===== config.mk =====
export PLATFORM = sky130hd
export DESIGN_NAME = port_status_formatter
export DESIGN_NICKNAME = d
export VERILOG_FILES = /design/src/rtl/pfmt_pkg.sv /design/src/rtl/pfmt_blink.sv /design/src/rtl/pfmt_stretch.sv /design/src/rtl/pfmt_group.sv /design/src/rtl/port_status_formatter.sv
export SDC_FILE = /design/constraint.sdc
export NUM_CORES = 1
export LEC_CHECK = 0
export ABC_AREA = 1
export BUFFER_PORTS_ARGS = -buffer_cell sky130_fd_sc_hd__clkbuf_2
export CAP_MARGIN = 10
export CORE_MARGIN = 2
export CORE_UTILIZATION = 30
export CTS_CLUSTER_DIAMETER = 60
export DETAILED_ROUTE_END_ITERATION = 6
export SETUP_SLACK_MARGIN = 0.5
export SLEW_MARGIN = 20
export SYNTH_ARGS = -nofsm -noshare
export SYNTH_HDL_FRONTEND = slang
export SYNTH_SLANG_ARGS = --single-unit

===== constraint.sdc =====
create_clock -name clk -period 3.2 [get_ports clk]
set_clock_uncertainty 0.05 [all_clocks]
set_input_delay 0.16 -clock clk [delete_from_list [all_inputs] [get_ports clk]]
set_output_delay 0.16 -clock clk [all_outputs]
set_load 0.03 [all_outputs]

===== src/rtl/pfmt_pkg.sv =====
// Package: shared layout type and format-code decode for the port status
// formatter. Assumes a 4-bit format code; codes outside the defined set
// decode to an empty layout.
package pfmt_pkg;

    typedef enum logic [1:0] {
        ACT_NONE   = 2'd0,
        ACT_MERGED = 2'd1,
        ACT_SPLIT  = 2'd2
    } act_mode_e;

    typedef struct packed {
        logic      valid;
        act_mode_e act;
        logic [2:0] n_stat;
    } layout_t;

    // Low two code bits choose the status depth, upper two the activity style.
    function automatic layout_t decode_fmt(input logic [3:0] code);
        layout_t l;
        l.valid = 1'b1;
        case (code[1:0])
            2'd0:    l.n_stat = 3'd1;
            2'd1:    l.n_stat = 3'd2;
            2'd2:    l.n_stat = 3'd4;
            default: l.n_stat = 3'd6;
        endcase
        case (code[3:2])
            2'd0:    l.act = ACT_NONE;
            2'd1:    l.act = ACT_MERGED;
            2'd2:    l.act = ACT_SPLIT;
            default: l.act = ACT_NONE;
        endcase
        if (code[3:2] == 2'd3 || (code[3:2] != 2'd0 && code[1:0] == 2'd3)) begin
            l.valid  = 1'b0;
            l.act    = ACT_NONE;
            l.n_stat = 3'd0;
        end
        return l;
    endfunction

endpackage


===== src/rtl/pfmt_blink.sv =====
// Module: blink period timer. Counts latch strobes and flags a period
// boundary once the count reaches rate-1; the phase toggles there.
// Assumes latch_stb is a one-cycle pulse; a rate of 0 behaves as 1.
module pfmt_blink #(
    parameter int RATE_W = 8
) (
    input  logic              clk,
    input  logic              rst_n,
    input  logic              latch_stb,
    input  logic [RATE_W-1:0] rate,
    output logic              boundary,
    output logic              phase
);

    logic [RATE_W-1:0] cnt_q;
    logic [RATE_W-1:0] rate_eff;

    // Effective rate and boundary detect; a count above the limit (rate lowered) ends the period at once.
    always_comb begin
        rate_eff = (rate == '0) ? RATE_W'(1) : rate;
        boundary = latch_stb && (cnt_q >= rate_eff - RATE_W'(1));
    end

    // Strobe counter and phase register.
    always_ff @(posedge clk) begin
        if (!rst_n) begin
            cnt_q <= '0;
            phase <= 1'b0;
        end else if (boundary) begin
            cnt_q <= '0;
            phase <= ~phase;
        end else if (latch_stb) begin
            cnt_q <= cnt_q + RATE_W'(1);
        end
    end

    assert_phase_hold_R8: assert property (@(posedge clk) disable iff (!rst_n)
        !latch_stb |=> $stable(phase));

    assert_fast_toggle_R8: assert property (@(posedge clk) disable iff (!rst_n)
        (latch_stb && rate <= RATE_W'(1)) |=> !$stable(phase));

endmodule


===== src/rtl/pfmt_stretch.sv =====
// Module: activity pulse stretcher for one direction of one port.
// Sets a visible flag on any activity and clears it only at a period
// boundary that closes a period with no activity. Assumes boundary is a
// one-cycle pulse from the blink timer.
module pfmt_stretch (
    input  logic clk,
    input  logic rst_n,
    input  logic act,
    input  logic boundary,
    output logic shown
);

    logic seen_q;

    // Track activity within the current period and the flag shown to the chain.
    always_ff @(posedge clk) begin
        if (!rst_n) begin
            seen_q <= 1'b0;
            shown  <= 1'b0;
        end else begin
            seen_q <= act | (boundary ? 1'b0 : seen_q);
            shown  <= act | (boundary ? seen_q : shown);
        end
    end

    assert_capture_R9: assert property (@(posedge clk) disable iff (!rst_n)
        act |=> shown);

    assert_hold_R10: assert property (@(posedge clk) disable iff (!rst_n)
        (shown && !boundary) |=> shown);

    assert_release_R10: assert property (@(posedge clk) disable iff (!rst_n)
        (boundary && !act && !seen_q) |=> !shown);

endmodule


===== src/rtl/pfmt_group.sv =====
// Module: builds one port's group from the decoded layout, the status
// register and the stretched activity flags. Purely combinational.
// Assumes the group width equals the status width, which holds for the
// widest layouts (six status bits, or two activity plus four status).
module pfmt_group
    import pfmt_pkg::*;
#(
    parameter int STAT_W = 6,
    parameter int LEN_W  = 3
) (
    input  layout_t           lay,
    input  logic [STAT_W-1:0] stat,
    input  logic              tx_show,
    input  logic              rx_show,
    output logic [STAT_W-1:0] bits,
    output logic [LEN_W-1:0]  len
);

    logic [STAT_W-1:0] act_v;
    logic [1:0]        n_act;
    logic [STAT_W-1:0] stat_mask;

    // Activity prefix, masked status, and assembled group.
    always_comb begin
        act_v = '0;
        n_act = 2'd0;
        case (lay.act)
            ACT_MERGED: begin
                act_v[0] = tx_show | rx_show;
                n_act    = 2'd1;
            end
            ACT_SPLIT: begin
                act_v[0] = tx_show;
                act_v[1] = rx_show;
                n_act    = 2'd2;
            end
            default: begin
                act_v = '0;
                n_act = 2'd0;
            end
        endcase
        stat_mask = ~({STAT_W{1'b1}} << lay.n_stat);
        bits      = ((stat & stat_mask) << n_act) | act_v;
        len       = LEN_W'(n_act) + LEN_W'(lay.n_stat);
    end

endmodule


===== src/rtl/port_status_formatter.sv =====
// Module: top of the port status formatter. Holds the format code, the
// per-port status registers and the blink rate. Instantiates the blink
// timer, two stretchers per port and one group builder per port.
// Assumes single-cycle write strobes and a latch strobe from the chain
// controller; port p's group sits in slice p of the packed outputs.
module port_status_formatter
    import pfmt_pkg::*;
#(
    parameter int NUM_PORTS = 8,
    parameter int STAT_W    = 6,
    parameter int RATE_W    = 8,
    parameter int FMT_W     = 4
) (
    input  logic                                 clk,
    input  logic                                 rst_n,
    input  logic                                 fmt_we,
    input  logic [FMT_W-1:0]                     fmt_wdata,
    input  logic                                 stat_we,
    input  logic [$clog2(NUM_PORTS)-1:0]         stat_sel,
    input  logic [STAT_W-1:0]                    stat_wdata,
    input  logic                                 rate_we,
    input  logic [RATE_W-1:0]                    rate_wdata,
    input  logic                                 latch_stb,
    input  logic [NUM_PORTS-1:0]                 tx_act,
    input  logic [NUM_PORTS-1:0]                 rx_act,
    output logic [NUM_PORTS*STAT_W-1:0]          grp_bits,
    output logic [NUM_PORTS*$clog2(STAT_W+1)-1:0] grp_len,
    output logic                                 blink_phase
);

    localparam int SEL_W = $clog2(NUM_PORTS);
    localparam int LEN_W = $clog2(STAT_W + 1);

    logic [FMT_W-1:0]  fmt_q;
    logic [RATE_W-1:0] rate_q;
    logic [STAT_W-1:0] stat_q [NUM_PORTS];
    logic              boundary;
    layout_t           lay;

    // Format code and blink rate registers.
    always_ff @(posedge clk) begin
        if (!rst_n) begin
            fmt_q  <= '0;
            rate_q <= RATE_W'(1);
        end else begin
            if (fmt_we)  fmt_q  <= fmt_wdata;
            if (rate_we) rate_q <= rate_wdata;
        end
    end

    // Shared layout decode for all ports.
    always_comb lay = decode_fmt(4'(fmt_q));

    pfmt_blink #(.RATE_W(RATE_W)) blink_i (
        .clk       (clk),
        .rst_n     (rst_n),
        .latch_stb (latch_stb),
        .rate      (rate_q),
        .boundary  (boundary),
        .phase     (blink_phase)
    );

    for (genvar p = 0; p < NUM_PORTS; p++) begin : g_port
        logic              tx_show;
        logic              rx_show;
        logic [STAT_W-1:0] bits_p;
        logic [LEN_W-1:0]  len_p;

        // Status register of this port, written when selected.
        always_ff @(posedge clk) begin
            if (!rst_n)
                stat_q[p] <= '0;
            else if (stat_we && stat_sel == SEL_W'(p))
                stat_q[p] <= stat_wdata;
        end

        pfmt_stretch tx_i (
            .clk      (clk),
            .rst_n    (rst_n),
            .act      (tx_act[p]),
            .boundary (boundary),
            .shown    (tx_show)
        );

        pfmt_stretch rx_i (
            .clk      (clk),
            .rst_n    (rst_n),
            .act      (rx_act[p]),
            .boundary (boundary),
            .shown    (rx_show)
        );

        pfmt_group #(.STAT_W(STAT_W), .LEN_W(LEN_W)) grp_i (
            .lay     (lay),
            .stat    (stat_q[p]),
            .tx_show (tx_show),
            .rx_show (rx_show),
            .bits    (bits_p),
            .len     (len_p)
        );

        // Place this port's group in its output slice.
        always_comb begin
            grp_bits[p*STAT_W +: STAT_W] = bits_p;
            grp_len[p*LEN_W +: LEN_W]    = len_p;
        end

        assert_stat_isolated_R7: assert property (@(posedge clk) disable iff (!rst_n)
            (stat_we && stat_sel != SEL_W'(p)) |=> $stable(stat_q[p]));

        assert_len_bound_R6: assert property (@(posedge clk) disable iff (!rst_n)
            len_p <= LEN_W'(STAT_W));

        assert_upper_zero_R6: assert property (@(posedge clk) disable iff (!rst_n)
            (bits_p >> len_p) == '0);
    end

    assert_invalid_empty_R5: assert property (@(posedge clk) disable iff (!rst_n)
        (fmt_q == FMT_W'(7) || fmt_q >= FMT_W'(11)) |-> (grp_len == '0 && grp_bits == '0));

endmodule


---- After elaboration in Yosys (flattened, before gate mapping) ----
Memory sizes are Yosys's and may differ from the RTL's.
Cells that the tools add are included.
operators by class
  add/sub/neg operators ................... 3
  magnitude comparators ................... 1
  equal/unequal tests ..................... 15
  shift operators ......................... 9
  muxes and demuxes ....................... 86
  bitwise operators ....................... 67
  reductions and logical operators ........ 16
operators with widths
  cell                                                                   count
  1-bit 2-to-1 mux                                                       65
  6-bit AND                                                              8
  6-bit 2-to-1 mux                                                       8
  1-bit bitwise OR                                                       48
  6-bit by 2-bit bitwise OR with 6-bit output                            8
  6-bit by 2-bit left shift with 6-bit output                            8
  1-bit case mux with 2 select lines                                     8
  3-bit equality test, second input constant                             4
  2-bit equality test, second input constant                             5
  1-bit logical AND                                                      10
  3-bit case mux with 3 select lines                                     1
  8-bit by 1-bit adder with 8-bit output, second input constant          1
  8-bit >= comparator                                                    1
  8-bit logical NOT                                                      1
  8-bit 2-to-1 mux                                                       1
  2-bit case mux with 2 select lines                                     2
  8-bit by 1-bit subtractor with 8-bit output, second input constant     1
  2-bit by 1-bit equality test with 1-bit output, second input constant  3
  3-bit by 2-bit equality test with 1-bit output, second input constant  2
  6-bit NOT                                                              1
  6-bit by 3-bit left shift with 6-bit output, first input constant      1
  5-bit 2-to-1 mux                                                       1
  2-bit by 3-bit adder with 3-bit output                                 1
  3-bit by 1-bit equality test with 1-bit output, second input constant  1
  6 further kinds                                                        7
storage, ports and cells
  bits in registers ....................... 53
  RAM bits ................................ 48
  input port bits ......................... 43
  output and inout bits ................... 73
  word-level logic and storage cells ...... 234
  memories kept ........................... 1
memory list
  name    depth  bits a word  read ports  clocked after memory_dff  write ports  line                         source
  stat_q  8      6            8           0                         8            port_status_formatter.sv:36  logic [STAT_W-1:0] stat_q [NUM_PORTS];

---- Longest topological paths before layout ----
Gate-level depths: netlist of the first run.
  depth after elaboration ................. 9
  gate-level depth with buffers ........... 19
  gate-level depth less buffers ........... 19

---- Hierarchy ----
From an unflattened synthesis of the first run, not the netlist that was laid out.
unflattened totals
  cells, all modules ...................... 955
  area total of the unflattened synthesis .. 6900.4 sq um
modules (own cells, without submodules)
  module                 times used  cells an instance  area each (sq um)
  pfmt_group             8           59                 310.3
  port_status_formatter  1           201                2297.2
  pfmt_stretch           16          11                 86.3
  pfmt_blink             1           106                739.5

---- Least setup slack after synthesis of the first run ----
OpenSTA, ideal clock, no wires.
  path type ............................... reg-to-output
  start ................................... register fmt_q[1]
  end ..................................... output port grp_len[11]
  data arrival time ....................... 2.693 ns
  path slack .............................. 0.297 ns
  cell stages (with the launch flop) ...... 10
  cells stage by stage .................... dfxtp_1 -> nand2_1 -> inv_1 -> nor3_1 -> inv_1 -> ha_1 -> ha_1 -> fa_1 -> xnor2_1 -> buf_4
between the ends
  word-level cells in the longest chain between the ends .. 7
  elaborated cells between the ends (all ways) .. 12
  classes of those cells .................. 1 x add/sub; 5 x eq/ne; 3 x mux; 3 x reduce/logical
RTL lines
  item                                                                                          line                         source
  start: declaration                                                                            port_status_formatter.sv:34  logic [FMT_W-1:0] fmt_q;
  start signal: assignment                                                                      port_status_formatter.sv:46  if (fmt_we) fmt_q <= fmt_wdata;
  2-bit equality test                                                                           pfmt_pkg.sv:34               if (code[3:2] == 2'd3 || (code[3:2] != 2'd0 && code[1:0] == 2'd3)) begin
  1-bit logical AND                                                                             pfmt_pkg.sv:34
  1-bit logical OR                                                                              pfmt_pkg.sv:34
  5-bit 2-to-1 mux (*)                                                                          pfmt_pkg.sv:34
  2-bit equality test / 2-bit by 1-bit equality test with 1-bit output (equally long branches)  -
  2-bit case mux with 2 select lines                                                            -
  2-bit by 3-bit adder with 3-bit output (*)                                                    -
  end: declaration                                                                              port_status_formatter.sv:27  output logic [NUM_PORTS*$clog2(STAT_W+1)-1:0] grp_len,
Every way passes the cells marked *; elsewhere a longest branch is shown, timed or not.

---- Worst setup path after layout of the first run ----
  start ................................... register rate_q[4]
  end ..................................... register blink_i.cnt_q[2]
between the ends
  word-level cells in the longest chain between the ends .. 6
RTL lines
  item                                             line                         source
  start: declaration                               port_status_formatter.sv:35  logic [RATE_W-1:0] rate_q;
  start signal: assignment                         port_status_formatter.sv:47  if (rate_we) rate_q <= rate_wdata;
  8-bit logical NOT                                pfmt_blink.sv:20             rate_eff = (rate == '0) ? RATE_W'(1) : rate;
  8-bit 2-to-1 mux (*)                             pfmt_blink.sv:20
  8-bit by 1-bit subtractor with 8-bit output (*)  pfmt_blink.sv:21             boundary = latch_stb && (cnt_q >= rate_eff - RATE_W'(1));
  8-bit >= comparator (*)                          pfmt_blink.sv:21
  1-bit logical AND (*)                            pfmt_blink.sv:21
  2-bit OR reduction (no line) (*)                 -
  end signal: assignment                           pfmt_blink.sv:33             cnt_q <= cnt_q + RATE_W'(1);
  end: declaration                                 pfmt_blink.sv:15             logic [RATE_W-1:0] cnt_q;
Marks and branches as above.
A chain may end at the register's enable or synchronous reset.

==> metrics.md, run 1 <==
| Metric | Value |
|---|---|
| Status | `complete, no violations` |
| Crit end category | `register` |
| EDFF count, synth | `48` |
| Hold depth | `3` |
| Top cell type by total area after synthesis | `edfxtp_1` |
| Sequential fraction of the synthesis area | `0.438` |
| Nets | `961` |
| Row cnt | `50` |
| Final GP Congestion | `0.787` |
| CP top delay family | `simple AND/OR/NAND/NOR gates` |
| Largest net degree at the start of global routing | `65` |
| Max-cap violations | `0` |
| Pwr/cell area | `487 nW/um2` |
| Most frequent cell after synthesis | `nand2_1` |
| Buf/Inv on CP | `4` |
| Syn Std Cell Area | `5710 um2` |
| CTS H-tree lvls | `3` |
| Crit Path Category | `register to register` |
| # setup viols final | `0` |
| Fmax | `0.377 GHz` |
| Mapped Nets | `848` |
| First-iteration detailed-routing DRC count | `263` |
| Leakage dissipation | `3.42 nW` |
| Reg clk slew, reported paths | `0.07 ns` |
| Worst path max stage delay | `0.32 ns` |
| CTS tree | `built` |
| CP startpoint kind | `register` |
| Synth top area cells | `edfxtp_1 (25%), dfxtp_1 (19%), nand2_1 (14%)` |
| Post-Route WL | `16800 um` |
| Die area | `20200 um2` |
| Residual DRC | `0` |
| Initial antenna violation count | `0` |
| Final period util | `0.829` |
| Die height | `142 um` |
| Worst hold path class | `input port to register` |
| FF-to-FF path depth | `19` |
| Longest Clk Path Bufs | `2` |
| Worst skew pair latency | `0.35 ns` |
| Share of cells above drive strength 1 | `0.272` |
| Worst slew pin tran | `0.896 ns` |
| Min cycle time layout | `2.65 ns` |
| First-pass GRT wire length | `25500 um` |
| Syn avg cell area | `7.23 um2` |
| Via count | `5366` |
| Syn. warnings | `0` |
| Vias in the first global route | `4981` |
| Total global-route track usage | `0.165` |
| Final ANT Viol Nets | `0` |
| Initial core utilization | `0.305` |
| Root buffer cell | `clkbuf_16` |
| Design Area, Final | `7400 um2` |
| Final hold vios | `0` |
| Worst slew slack as a fraction of its limit | `0.402` |
| Critical-path cell list | `inv_2, nand2_2, nor2_4, a31oi_4, buf_4, buf_4, nand2_1, xor2_1, ha_1, nand2_1, nand2_1, nor2_1, nand2_1, nand2_2, nand2_4, nand2_8, nand2_8, buf_4, nor3b_1` |
| Synth Flop Type | `dfxtp_1` |
| Num CTS Buffers | `9` |
| Setup TNS Final | `0 ns` |
| CP Depth | `19` |
| Via density | `4.70` |
| #FFs+latches synth | `101` |
| Routed wire per std cell | `14.7 um` |
| Cells after Synth | `790` |
| Ys async rst share | `0` |
| Initial DRT Pass Iterations | `5` |
| Remaining Overflow, GRT | `0` |
| Worst EP required | `3.43 ns` |
| CP arrival | `2.88 ns` |
| Most used cell, CP | `nand2_1` |
| Clock Sinks | `101` |
| Post-synth cell types | `32` |
| Io pins | `116` |
| Area share of the largest cell type after synthesis | `0.252` |
| Synth cell count leaders | `nand2_1 (217), nor2_1 (111), inv_1 (86)` |
| # port buffers | `115` |
| Area Growth Syn to Fin | `29.6%` |
| Die Span X | `142 um` |
| Post-DP HPWL | `11300 um` |
| Area post-placement | `6370 um2` |
| RSZ-0062 raised after global routing | `yes` |
| Final slew viol count | `0` |
| Diodes inserted | `0` |
| FILL cells | `1864` |
| Core area | `18700 um2` |
| CP max-delay cell | `dfxtp_2` |
| Worst vdd ir | `261 uV` |
| Critical Path Fanout Max | `5` |
| Final design utilization | `0.396` |
[cells by family (layout without fill, tap and decap cells)]
kind of cell             count (synthesis)  count (layout)  synth area share
AO/OA/AOI/OAI                          134             134             0.129
adder cells (fa/ha/maj)                 15              15            0.0342
buffers and inverters                  142             260             0.112
flip-flops                             101             101             0.438
AND/OR/NAND/NOR                        388             388             0.271
XOR/XNOR                                10              10            0.0153
[worst reg2reg max path: stages (launching register included)]
cell and delay (ns):
dfxtp_2 0.32, inv_2 0.07, nand2_2 0.08, nor2_4 0.11, a31oi_4 0.11, buf_4 0.15
buf_4 0.13, nand2_1 0.09, xor2_1 0.19, ha_1 0.28, nand2_1 0.07, nand2_1 0.04
nor2_1 0.09, nand2_1 0.07, nand2_2 0.08, nand2_4 0.11, nand2_8 0.14, nand2_8 0.08
buf_4 0.15, nor3b_1 0.16
[metal layers]
layer  vias up  GRT usage  part of all wire
li1       2743          -                 -
met5         -          0                 0
met1      2445      0.202              0.41
met2       151      0.275              0.50
met3        27     0.0387             0.062
met4         0     0.0779             0.029
[sequential cells by signal (all words and copies together), names as in the netlist]
name                count
stat_q                 48
blink_i.cnt_q           8
g_port.rx_i.seen_q      8
g_port.rx_i.shown       8
g_port.tx_i.seen_q      8
g_port.tx_i.shown       8
rate_q                  8
fmt_q                   4
blink_i.phase           1
[timing repair]
action                                 4_1_cts  5_1_grt
setup endpoints to repair                   97      103
buffers inserted                            11       11
cloned                                       1        3
endpoints found under the hold margin        6        0
pin swaps                                    7       14
hold buffers                                 6        0
resized for setup                           57       73
[stage by stage]
step | setup WS (ns) | std cells | hold WS, ns | power (mW)
3_5_place_dp | 0.287 | 1094 | 0.336 | 2.41
3_3_place_gp | 0.369 | 1094 | 0.329 | 2.40
2_1_floorplan | 0.583 | 790 | 0.232 | 2.19
6_report | 0.547 | 1142 | 0.00462 | 3.60
4_1_cts | 0.493 | 1128 | 0.00245 | 3.52
5_1_grt | 0.386 | 1142 | 0.0175 | 3.78
[layout by cell type (no fill, tap or decap), types with 4 or more instances in the layout]
cell type	synthesis	layout
nand2_1	217	195
nor2_1	111	108
clkbuf_2	0	106
inv_1	86	78
o21ai_0	62	50
edfxtp_1	48	48
nand3_1	47	46
dfxtp_1	53	44
a21oi_1	43	34
buf_4	21	25
o21ai_1	8	20
nand2_2	6	18
clkbuf_16	0	11
ha_1	14	10
nand2_4	1	9
a21oi_2	0	9
o21ai_2	8	8
o22ai_1	8	7
xor2_1	6	6
dfxtp_2	0	6
dlygate4sd3_1	0	6
clkbuf_8	0	6
inv_2	1	5
buf_12	0	5
ha_4	0	4
[where the power goes]
part | leakage [nW] | switching, mW | internal (mW) | total (mW)
Clock | 0.130 | 0.501 | 0.532 | 1.03
Sequential | 0.909 | 0.0580 | 1.45 | 1.50
Combinational | 2.38 | 0.707 | 0.359 | 1.07
Total | 3.42 | 1.27 | 2.34 | 3.60
[worst paths after layout]
kind                                            from               endpoint  slack, ns
worst max-delay path                       rate_q[4]       blink_i.cnt_q[2]       0.55
worst min-delay path                       rx_act[0]  g_port[0].rx_i.seen_q      0.005
worst max register to register             rate_q[4]       blink_i.cnt_q[2]       0.55
worst min register to register  g_port[6].tx_i.shown   g_port[6].tx_i.shown       0.41
[cell type report]
cell class,count,area [um2],share of cell area
Clock inverter,5,35.0,0.00473
Multi-Input combinational cell,547,2890,0.391
Clock buffer,11,233,0.0314
Tap cell,234,293,0.0395
Timing Repair Buffer,156,1080,0.146
Inverter,88,349,0.0472
Sequential cell,101,2520,0.341
(Power assumes the default switching activity.)
==> run 2, diff against run 1 <==
--- a/config.mk
+++ b/config.mk
@@ -5,7 +5,7 @@
 export SDC_FILE = /design/constraint.sdc
 export NUM_CORES = 1
 export LEC_CHECK = 0
-export ABC_AREA = 1
+export ABC_AREA = 0
 export BUFFER_PORTS_ARGS = -buffer_cell sky130_fd_sc_hd__clkbuf_2
 export CAP_MARGIN = 10
 export CORE_MARGIN = 2
==> constraint.sdc (replaced) <==
create_clock -name clk -period 2.6 [get_ports clk]
set_clock_uncertainty 0.05 [all_clocks]
set_input_delay 0.13 -clock clk [delete_from_list [all_inputs] [get_ports clk]]
set_output_delay 0.13 -clock clk [all_outputs]
set_load 0.03 [all_outputs]
==> run 2 against run 1 <==
The flow now finishes with violations (negative setup slack). Final cell count is 11% lower. Critical path type unchanged. Wire length up 16%. Sequential power up 27%. Critical path depth decreased by 6. Die area shrank 0.77%. First-iteration DRC count increased by 47%. Cell area grew 34%. Sequential share of layout area decreased by 8.6 points. Setup slack got worse by 0.71 ns.
==> metrics.md, run 2 <==
| Metric | Value |
|---|---|
| Most frequent cells in the layout | `buf_8 (62), clkbuf_2 (51), and2_1 (48), edfxtp_1 (48)` |
| Vias in the first global route | `5282` |
| Clock network fraction of total power | `0.299` |
| CP max-delay cell | `a311o_2` |
| Initial core utilization | `0.304` |
| Area share of the largest cell type after synthesis | `0.254` |
| Syn. warnings | `0` |
| Largest register FFs | `48` |
| Syn Std Cell Area | `5670 um2` |
| Hold_sp | `rx_act[6]` |
| Nets | `832` |
| Via density | `5.16` |
| Initial antenna violation count | `0` |
| Share of cells above drive strength 1 | `0.488` |
| Design Area, Final | `9900 um2` |
| Final period util | `1.06` |
| Leakage dissipation | `3.91 nW` |
| WHS Endpoint | `g_port[6].rx_i.shown` |
| Cells after DPL | `901` |
| Crit Reg-Reg Startpoint | `rate_q[3]` |
| Final GP Congestion | `0.795` |
| Power Total | `5.17 mW` |
| Buf/Inv on CP | `1` |
| Worst slew pin tran | `0.838 ns` |
| Row cnt | `50` |
| Clock Sinks | `101` |
| # setup viols final | `33` |
| Residual DRC | `0` |
| Crit Path Category | `register to register` |
| Ys async rst share | `0` |
| Post-Route WL | `19400 um` |
| Area post-placement | `6810 um2` |
| Via count | `5224` |
| Post-DP HPWL | `11700 um` |
| Crit end category | `register` |
| Diodes inserted | `0` |
| #FFs+latches synth | `101` |
| Worst slew slack as a fraction of its limit | `0.435` |
| Reg clk slew, reported paths | `0.07 ns` |
| EDFF count, synth | `48` |
| Routed wire per std cell | `19.1 um` |
| CP arrival | `2.95 ns` |
| Remaining Overflow, GRT | `0` |
| Worst Setup Slack, final | `-0.164 ns` |
| CTS H-tree lvls | `3` |
| Worst EP required | `2.79 ns` |
| Synth top area cells | `edfxtp_1 (25%), dfxtp_1 (19%), and2_1 (5.6%)` |
| Die height | `141 um` |
| Io pins | `116` |
| Initial DRT Pass Iterations | `5` |
| Top cell type by total area after synthesis | `edfxtp_1` |
| Final design utilization | `0.531` |
| # port buffers | `115` |
| First-pass GRT wire length | `29500 um` |
| Failing checks | `negative setup slack` |
| Num CTS Buffers | `9` |
| Synth cell count leaders | `dfxtp_1 (53), and2_1 (51), edfxtp_1 (48)` |
| First-iteration detailed-routing DRC count | `387` |
| Post-synth cell types | `48` |
| Critical-path cell list | `nor2_2, nor4b_4, a21oi_2, ha_2, nand2b_1, nor4_2, xnor2_1, ha_1, nand3_1, a311o_2, buf_12, and3_1, o31a_1` |
| CP Depth | `13` |
| Hold depth | `2` |
| Internal power | `3.59 mW` |
| CP startpoint kind | `register` |
| CP top delay family | `simple AND/OR/NAND/NOR gates` |
| Mapped Nets | `637` |
| Die Span X | `141 um` |
| Final slew viol count | `0` |
| Synth Flop Type | `dfxtp_1` |
| R2R Path End | `g_port[1].rx_i.shown` |
| Sequential share of power | `0.367` |
| Pwr/cell area | `522 nW/um2` |
| Largest net degree at the start of global routing | `48` |
| Root buffer cell | `clkbuf_16` |
| CTS tree | `built` |
| Fmax | `0.362 GHz` |
| Area Growth Syn to Fin | `74.7%` |
| Most frequent cell after synthesis | `dfxtp_1` |
| Setup TNS Final | `-3.36 ns` |
| Cells after Synth | `579` |
| Most common cell after layout, fill and taps aside | `buf_8` |
| Core area | `18600 um2` |
| Die area | `20000 um2` |
| Worst hold path class | `input port to register` |
| P_sw | `1.58 mW` |
| Total global-route track usage | `0.192` |
| Longest Clk Path Bufs | `2` |
| Worst path max stage delay | `0.38 ns` |
| Critical Path Fanout Max | `23` |
| Reg2reg setup slack | `-0.16 ns` |
| Status | `finished, violations left` |
| RSZ-0062 raised after global routing | `yes` |
| Max-cap violations | `0` |
| Non-filler cells, final | `1013` |
| Syn avg cell area | `9.79 um2` |
| FF-to-FF path depth | `13` |
| Biggest register | `stat_q` |
| Worst skew pair latency | `0.35 ns` |
| Min cycle time layout | `2.76 ns` |
| Worst vdd ir | `343 uV` |
| Sequential fraction of the synthesis area | `0.442` |
| Final hold vios | `0` |
| Combinational group share of total power | `0.334` |
| Final ANT Viol Nets | `0` |
| Sw frac | `0.306` |
run 2: cell types whose count changed after synthesis, sizes merged, moves of 14 or more:
cell and delta:
a21boi +17, a21oi -14, a22o +16, and2 +50, and3 +18, inv -83, mux2i +29, nand2 -182
nand3 -27, nor2 -90, nor2b +14, o21ai -57, o22ai +16, o31a +16
run 2: area by class of cell:
type                            count  area, um2
Sequential cell                   101       2520
Clock buffer                        9        225
Clock inverter                      7        121
Inverter                            5       18.8
Multi-Input combinational cell    412       4020
Fill cell                        1543       8740
Tap cell                          234        293
Timing Repair Buffer              245       2710
run 2: cell families after synthesis:
logic type,synth area share
xor+xnor,0.0201
flops,0.442
simple gates,0.177
buf+inv,0.0625
fa+ha+maj,0.0344
compound gates,0.197
mux,0.0671
run 2: worst max path at each step:
stage	start	end	slack, ns
final	rate_q[3]	g_port[1].rx_i.shown	-0.16
after detailed placement	rate_q[3]	g_port[1].tx_i.shown	-0.23
after global routing	rate_q[3]	g_port[4].rx_i.shown	-0.35
after global placement	rate_q[3]	g_port[1].tx_i.shown	-0.19
after floorplan	rate_q[3]	g_port[0].rx_i.seen_q	-0.15
after CTS	rate_q[3]	g_port[1].rx_i.shown	-0.14
run 2: stage by stage:
| stage | hold WS [ns] | setup slack, ns |
|---|---|---|
| after floorplan | 0.209 | -0.150 |
| after global placement | 0.302 | -0.193 |
| after detailed placement | 0.302 | -0.226 |
| after CTS | 0.000122 | -0.138 |
| after global routing | 0.0131 | -0.351 |
| final | 0.00269 | -0.164 |
run 2: power by group through the flow:
stage / sequential [mW] / clock [mW] / combinational [mW]
2_1_floorplan: 1.88 / 0 / 0.814
3_3_place_gp: 1.90 / 0 / 1.05
3_5_place_dp: 1.90 / 0 / 1.06
4_1_cts: 1.89 / 1.57 / 1.59
5_1_grt: 1.91 / 1.63 / 1.82
6_report: 1.90 / 1.55 / 1.73
run 2: routing by layer:
layer	up-vias	GRT usage	routed length, um
met5	-	0	0
met1	2532	0.253	8590
met4	0	0.0684	448
li1	2499	-	-
met2	164	0.319	9340
met3	29	0.0317	1010
run 2: what timing repair did:
| item | in CTS | in global routing |
|---|---|---|
| gates resized for setup | 342 | 86 |
| setup buffers | 63 | 7 |
| gates cloned | 4 | 0 |
| hold buffers | 21 | 1 |
| pin swaps | 45 | 26 |
| endpoints found under the setup margin | 113 | 105 |
| endpoints found under the hold margin | 32 | 1 |
